File: src/rtl/usb_hs_pkg.sv
package usb_hs_pkg;
  typedef enum logic [0:0] {
    FLAG_FW_SET_HW_CLR = 1'b0,
    FLAG_HW_SET_FW_RW  = 1'b1
  } flag_mode_e;

  localparam int unsigned REG_W    = 8;
  localparam int unsigned BIT_SUSP = 2;
  localparam int unsigned BIT_WAKE = 3;
  localparam int unsigned BIT_RSVD = 4;
  localparam int unsigned BIT_TX0  = 5;
  localparam int unsigned BIT_RX0  = 7;
endpackage

File: src/rtl/hs_rst_sync.sv
module hs_rst_sync #(
  parameter int unsigned STAGES = 2
) (
  input  logic clk,
  input  logic rst_n,
  output logic rst_n_sync
);
  logic [STAGES-1:0] chain_q;
  logic [STAGES-1:0] chain_d;

  always_comb begin
    chain_d = {chain_q[STAGES-2:0], 1'b1};
  end

  always_ff @(posedge clk or negedge rst_n) begin
    if (!rst_n) chain_q <= '0;
    else        chain_q <= chain_d;
  end

  assign rst_n_sync = chain_q[STAGES-1];
endmodule

File: src/rtl/hs_idle_timer.sv
module hs_idle_timer #(
  parameter int unsigned LIMIT = 36000
) (
  input  logic clk,
  input  logic rst_n,
  input  logic bus_act,
  output logic suspend
);
  localparam int unsigned CW = (LIMIT > 2) ? $clog2(LIMIT) : 1;
  localparam logic [CW-1:0] LAST = CW'(LIMIT - 1);

  logic [CW-1:0] cnt_q, cnt_d;
  logic          cnt_en;
  logic          susp_q, susp_d;

  always_comb begin
    cnt_en = bus_act | (cnt_q != LAST);
    cnt_d  = bus_act ? '0 : cnt_q + 1'b1;
    if (bus_act)             susp_d = 1'b0;
    else if (cnt_q == LAST)  susp_d = 1'b1;
    else                     susp_d = susp_q;
  end

  always_ff @(posedge clk or negedge rst_n) begin
    if (!rst_n) begin
      cnt_q  <= '0;
      susp_q <= 1'b0;
    end else begin
      if (cnt_en) cnt_q <= cnt_d;
      susp_q <= susp_d;
    end
  end

  assign suspend = susp_q;

  assert_act_clears_R4: assert property (@(posedge clk) disable iff (!rst_n)
    bus_act |=> (!suspend && cnt_q == '0));
  assert_cnt_bounded_R3: assert property (@(posedge clk) disable iff (!rst_n)
    cnt_q <= LAST);
  assert_early_quiet_R3: assert property (@(posedge clk) disable iff (!rst_n)
    (!bus_act && !suspend && cnt_q != LAST) |=> !suspend);
endmodule

File: src/rtl/hs_flag_cell.sv
module hs_flag_cell #(
  parameter usb_hs_pkg::flag_mode_e MODE = usb_hs_pkg::FLAG_FW_SET_HW_CLR
) (
  input  logic clk,
  input  logic rst_n,
  input  logic fw_wr,
  input  logic fw_val,
  input  logic hw_evt,
  output logic q
);
  logic q_r, q_n;

  generate
    if (MODE == usb_hs_pkg::FLAG_FW_SET_HW_CLR) begin : g_set_clr
      always_comb begin
        if (hw_evt)               q_n = 1'b0;
        else if (fw_wr && fw_val) q_n = 1'b1;
        else                      q_n = q_r;
      end
      assert_hw_clear_wins_R8: assert property (@(posedge clk) disable iff (!rst_n)
        hw_evt |=> !q);
      assert_zero_write_noop_R7: assert property (@(posedge clk) disable iff (!rst_n)
        (fw_wr && !fw_val && !hw_evt) |=> (q == $past(q)));
    end else begin : g_hw_set
      always_comb begin
        if (hw_evt)     q_n = 1'b1;
        else if (fw_wr) q_n = fw_val;
        else            q_n = q_r;
      end
      assert_hw_set_wins_R9: assert property (@(posedge clk) disable iff (!rst_n)
        hw_evt |=> q);
      assert_fw_load_R9: assert property (@(posedge clk) disable iff (!rst_n)
        (fw_wr && !hw_evt) |=> (q == $past(fw_val)));
    end
  endgenerate

  always_ff @(posedge clk or negedge rst_n) begin
    if (!rst_n) q_r <= 1'b0;
    else        q_r <= q_n;
  end

  assign q = q_r;
endmodule

File: src/rtl/usb_ep_hs_csr.sv
module usb_ep_hs_csr #(
  parameter int unsigned CLK_KHZ   = 12000,
  parameter int unsigned IDLE_US   = 3000,
  parameter int unsigned NUM_TX_EP = 2
) (
  input  logic                 clk,
  input  logic                 rst_n,
  input  logic                 cpu_we,
  input  logic [7:0]           cpu_wdata,
  output logic [7:0]           cpu_rdata,
  input  logic                 bus_act,
  input  logic                 host_susp,
  input  logic [NUM_TX_EP-1:0] tx_done,
  input  logic                 rx0_done,
  output logic [NUM_TX_EP-1:0] tx_rdy,
  output logic                 rx0_full,
  output logic                 remote_wake,
  output logic                 bus_suspend
);
  import usb_hs_pkg::*;

  localparam int unsigned IDLE_CYC = CLK_KHZ * IDLE_US / 1000;

  logic rst_n_i;
  logic hs_q, hs_fall;
  logic wake_q, susp_q, rx_q;
  logic [NUM_TX_EP-1:0] tx_q;
  logic unused_wbits;

  generate
    if (BIT_TX0 + NUM_TX_EP > BIT_RX0) begin : g_bad_cfg
      initial $error("transmit flags overlap the receive flag");
    end
  endgenerate

  hs_rst_sync #(.STAGES(2)) u_rst (
    .clk(clk), .rst_n(rst_n), .rst_n_sync(rst_n_i)
  );

  hs_idle_timer #(.LIMIT(IDLE_CYC)) u_idle (
    .clk(clk), .rst_n(rst_n_i), .bus_act(bus_act), .suspend(susp_q)
  );

  always_ff @(posedge clk or negedge rst_n_i) begin
    if (!rst_n_i) hs_q <= 1'b0;
    else          hs_q <= host_susp;
  end

  assign hs_fall = hs_q & ~host_susp;

  hs_flag_cell #(.MODE(FLAG_FW_SET_HW_CLR)) u_wake (
    .clk(clk), .rst_n(rst_n_i), .fw_wr(cpu_we),
    .fw_val(cpu_wdata[BIT_WAKE]), .hw_evt(hs_fall), .q(wake_q)
  );

  for (genvar i = 0; i < NUM_TX_EP; i++) begin : g_tx
    hs_flag_cell #(.MODE(FLAG_FW_SET_HW_CLR)) u_tx (
      .clk(clk), .rst_n(rst_n_i), .fw_wr(cpu_we),
      .fw_val(cpu_wdata[BIT_TX0 + i]), .hw_evt(tx_done[i]), .q(tx_q[i])
    );
  end

  hs_flag_cell #(.MODE(FLAG_HW_SET_FW_RW)) u_rx0 (
    .clk(clk), .rst_n(rst_n_i), .fw_wr(cpu_we),
    .fw_val(cpu_wdata[BIT_RX0]), .hw_evt(rx0_done), .q(rx_q)
  );

  assign unused_wbits = ^{cpu_wdata[BIT_RSVD], cpu_wdata[BIT_SUSP:0]};

  always_comb begin
    cpu_rdata = '0;
    cpu_rdata[BIT_SUSP] = susp_q;
    cpu_rdata[BIT_WAKE] = wake_q;
    for (int i = 0; i < NUM_TX_EP; i++) cpu_rdata[BIT_TX0 + i] = tx_q[i];
    cpu_rdata[BIT_RX0] = rx_q;
  end

  assign tx_rdy      = tx_q;
  assign rx0_full    = rx_q;
  assign remote_wake = wake_q;
  assign bus_suspend = susp_q;

  assert_wake_clear_R6: assert property (@(posedge clk) disable iff (!rst_n_i)
    ($fell(host_susp) || (hs_q && !host_susp)) |=> !remote_wake);
  assert_wake_hold_R5: assert property (@(posedge clk) disable iff (!rst_n_i)
    (remote_wake && !hs_fall) |=> remote_wake);
  assert_rsvd_zero_R2: assert property (@(posedge clk) disable iff (!rst_n_i)
    (cpu_rdata[BIT_RSVD] == 1'b0 && cpu_rdata[1:0] == 2'b00));
  assert_rx_hold_R9: assert property (@(posedge clk) disable iff (!rst_n_i)
    (rx0_full && !cpu_we) |=> rx0_full);
endmodule

File: config.mk
export PLATFORM = sky130hd
export DESIGN_NAME = usb_ep_hs_csr
export DESIGN_NICKNAME = d
export VERILOG_FILES = /design/src/rtl/usb_hs_pkg.sv /design/src/rtl/hs_rst_sync.sv /design/src/rtl/hs_idle_timer.sv /design/src/rtl/hs_flag_cell.sv /design/src/rtl/usb_ep_hs_csr.sv
export SDC_FILE = /design/constraint.sdc
export NUM_CORES = 1
export LEC_CHECK = 0
export ABC_AREA = 1
export BUFFER_PORTS_ARGS = -buffer_cell sky130_fd_sc_hd__buf_2
export CAP_MARGIN = 40
export CELL_PAD_IN_SITES_DETAIL_PLACEMENT = 1
export CELL_PAD_IN_SITES_GLOBAL_PLACEMENT = 1
export CORE_MARGIN = 1
export CORE_UTILIZATION = 38
export CTS_BUF_LIST = sky130_fd_sc_hd__clkbuf_16
export DETAILED_ROUTE_END_ITERATION = 6
export HOLD_SLACK_MARGIN = 0.1
export PLACE_DENSITY = 0.78
export SLEW_MARGIN = 5
export SYNTH_ARGS = -nofsm -noshare
export SYNTH_HDL_FRONTEND = slang
export SYNTH_SLANG_ARGS = --single-unit
File: constraint.sdc
create_clock -name clk -period 0.9 [get_ports clk]
set_input_delay 0.18 -clock clk [delete_from_list [all_inputs] [get_ports clk]]
set_output_delay 0.18 -clock clk [all_outputs]
set_load 0.01 [all_outputs]
==> summary.txt <==
Timing
  – Fin. Hold Viols: 0
  – Worst setup margin: -0.503 ns
  – Post-layout min period: 1.40 ns
  – F_max: 713 MHz
  – Worst Skew: 0.00391 ns
  – Final setup vio count: 27
  – Final period util: 156%
  – Fin. max-slew vios: 0
  – Unrepaired setup endpoints after global routing: yes
  – Final TNS setup: -8.00 ns

Final layout
  – Total of fill cells in the finished design: 407
  – Layout cells sized above 1: 42.2%
  – Area growth syn-to-layout: 45.2%
  – # diodes: 0
  – Final net count: 248

Detailed routing
  – Via count: 1351
  – Initial drt markers: 48
  – Routed WL: 4690 um
  – ANT nets after route: 0
  – Drt drc: 0
  – 1st-pass router iterations: 4
  – Uppermost layer routed: met4
  – DR WL/cell: 17.1 um
  – Met2 routed WL: 2580 um
  – Via density: 4.93
  – Met3 WL: 118 um
  – Met1 WL: 1840 um

CTS
  – Root buf cell: clkbuf_16
  – Clock Pin Slew Worst Setup and Hold Paths: 0.07 ns
  – CTS tree: done
  – Clock latency on the worst-skew pair: 0.27 ns
  – Clk sink count: 24
  – Max Buffers Root-to-Sink: 2
  – Inserted Clock Buffers: 3
  – CTS H-Tree Depth: 1

Yosys
  – Synth Area per Inst: 7.31 um^2
  – Post-synth cell types: 22
  – Post-synthesis sequential area ratio: 45.9%
  – Yosys warnings: 0
  – Yosys reg bits: 24
  – Mapped Area: 1310 um^2
  – Mapped Cells: 179

Run status
  – Status: finished with violations
  – Failing checks: setup timing

Floorplanning
  – # IOs: 29
  – CORE AREA: 3150 um^2
  – Die height: 60.7 um
  – Die area: 3680 um^2
  – Initial core utilization: 41.5%
  – Site Rows: 20
  – Die W: 60.7 um

Critical path
  – Worst R2R Start: u_idle.cnt_q[1]
  – Max FO, Critical Path: 3
  – Arr. time, crit path: 1.55 ns
  – Worst reg-to-reg path cell count: 8
  – Setup crit end kind: flip-flop
  – Startpoint Class: flip-flop
  – Worst setup path class: reg -> reg
  – Critical Path Start: u_idle.cnt_q[1]
  – CP required: 1.05 ns

Placed design
  – GP Congestion: 0.828
  – DP HPWL: 2730 um
  – DP Worst Slack: -0.420 ns
  – Port Buffers: 21

Power and ir drop
  – Net Sw Power: 0.584 mW
  – PwrDens: 1420 nW/um^2
  – Reg power frac: 41.9%
  – P_leak: 0.966 nW
  – Comb pwr share: 9.5%
  – Max IR drop VDD: 0.540 mV
  – Clk network pwr share: 48.6%
  – Switching Fraction: 21.6%
  – Int Pwr: 2.12 mW

Min path
  – Hold Crit Class: in -> reg
  – Hold path startpoint: rx0_done
  – Worst hold path depth: 3

Global routing
  – Number of global-route vias before repair: 1414
  – First-pass GRT wire length: 6320 um
  – Initial antenna violation count: 0
  – Grt ovf: 0
  – Largest net degree at the start of global routing: 23
  – Total track usage: 24.0%

Job
  – Max-Cap Viols: 0
[sequential cells by signal, indices dropped and copies added (netlist names)]
name	count
hs_q	1
u_wake.q	1
u_idle.suspend	1
u_rx0.q	1
u_idle.cnt_q	16
u_rst.chain_q	2
g_tx.u_tx.q	2
[final cells by class]
type	count	area (um^2)	area share, %
inverters	21	81.3	4.28
multi-input cells	125	674	35.5
clock inverters	1	30.0	1.58
flip-flops and latches	24	603	31.7
repair buffers	56	382	20.1
well taps	44	55.1	2.90
clock buffers	3	75.1	3.95
[worst paths after layout]
check                                  end  slack (ns)
hold reg to reg            u_idle.cnt_q[6]        0.22
setup reg to reg           u_idle.cnt_q[6]       -0.50
max in group asynchronous  u_idle.cnt_q[7]        0.41
hold / removal                     u_rx0.q        0.14
setup / recovery           u_idle.cnt_q[6]       -0.50
min in group asynchronous  u_idle.cnt_q[6]        0.22
[repair_timing]
action                                  4_1_cts  5_1_grt
buffers inserted                              4        4
endpoints found under the setup margin       27       27
gates resized for setup                      11       22
hold buffers                                  4        0
hold endpoints to repair                      5        0
pin swaps                                     4       12
[placed cells by master, fill, tap and decap left out, types with 2 or more instances in the layout]
cell type / Yosys / layout
a21oi_1: 3 / 3
buf_2: 1 / 21
buf_4: 10 / 30
clkbuf_16: 0 / 3
conb_1: 2 / 4
dfrtp_1: 24 / 22
dfrtp_2: 0 / 2
dlygate4sd3_1: 0 / 4
inv_1: 18 / 18
inv_2: 3 / 2
nand2_1: 42 / 36
nand2_2: 5 / 7
nand2_4: 0 / 4
nand3_1: 13 / 11
nand3_2: 0 / 2
nand4_1: 3 / 3
nor2_1: 36 / 23
nor2_2: 4 / 11
nor2_4: 0 / 6
o21ai_0: 3 / 3
o21ai_1: 4 / 2
o21ai_2: 0 / 2
or2_2: 2 / 2
[synth_stat cells]
library cell | instances | share of area (%)
buf_2 | 1 | 0.38
conb_1 | 2 | 0.57
ha_1 | 1 | 0.96
o22ai_1 | 1 | 0.48
o21bai_1 | 1 | 0.57
nor2_2 | 4 | 1.9
nand2_1 | 42 | 12
nand3_1 | 13 | 5.0
a21oi_1 | 3 | 1.1
buf_4 | 10 | 5.7
nor2_1 | 36 | 10
nor2b_1 | 1 | 0.48
nand4_1 | 3 | 1.4
inv_2 | 3 | 0.86
o21ai_1 | 4 | 1.5
inv_1 | 18 | 5.2
a21oi_2 | 1 | 0.67
nor3_1 | 1 | 0.38
nand2_2 | 5 | 2.4
o21ai_0 | 3 | 1.1
or2_2 | 2 | 0.96
dfrtp_1 | 24 | 46
[critical path, stage by stage, from the launching register on]
cell	delay, ns
dfrtp_1	0.38
ha_2	0.20
nand2_2	0.08
nor2_4	0.19
nand2_4	0.10
nor2_2	0.12
nand2_1	0.08
nand2_1	0.09
nor2_1	0.06
[power groups by stage]
| stage | Clock, mW | Sequential [mW] | Combinational [mW] |
|---|---|---|---|
| after detailed placement | 0 | 1.15 | 0.208 |
| after CTS | 1.32 | 1.13 | 0.237 |
| after global routing | 1.35 | 1.14 | 0.280 |
| after floorplan | 0 | 1.17 | 0.107 |
| final | 1.31 | 1.13 | 0.257 |
| after global placement | 0 | 1.15 | 0.199 |
[per-layer routing]
metal  vias up  track usage, %
met4         0            13.0
met2        26            42.9
li1        643               -
met5         -               0
met3        16            3.20
met1       666            27.8
[stage by stage]
stage / power, mW / hold WS [ns] / utilization, % / cell area, um^2 / cells
floorplan: 1.27 / -0.116 / - / 1330 / 181
finish: 2.70 / 0.140 / 60.3 / 1900 / 274
CTS: 2.68 / 0.133 / 56.9 / 1790 / 270
global route: 2.77 / 0.171 / 60.3 / 1900 / 274
detailed placement: 1.36 / -0.0336 / 50.2 / 1580 / 258
global placement: 1.35 / -0.0352 / 50.2 / 1580 / 258
[logic make-up after synthesis]
| group | count (synthesis) | share of synthesized area, % |
|---|---|---|
| compound gates | 13 | 5.54 |
| fa+ha+maj | 1 | 0.956 |
| buf+inv | 32 | 12.1 |
| flops | 24 | 45.9 |
| other cells | 2 | 0.574 |
| simple gates | 107 | 34.9 |
(Power assumes the default switching activity.)
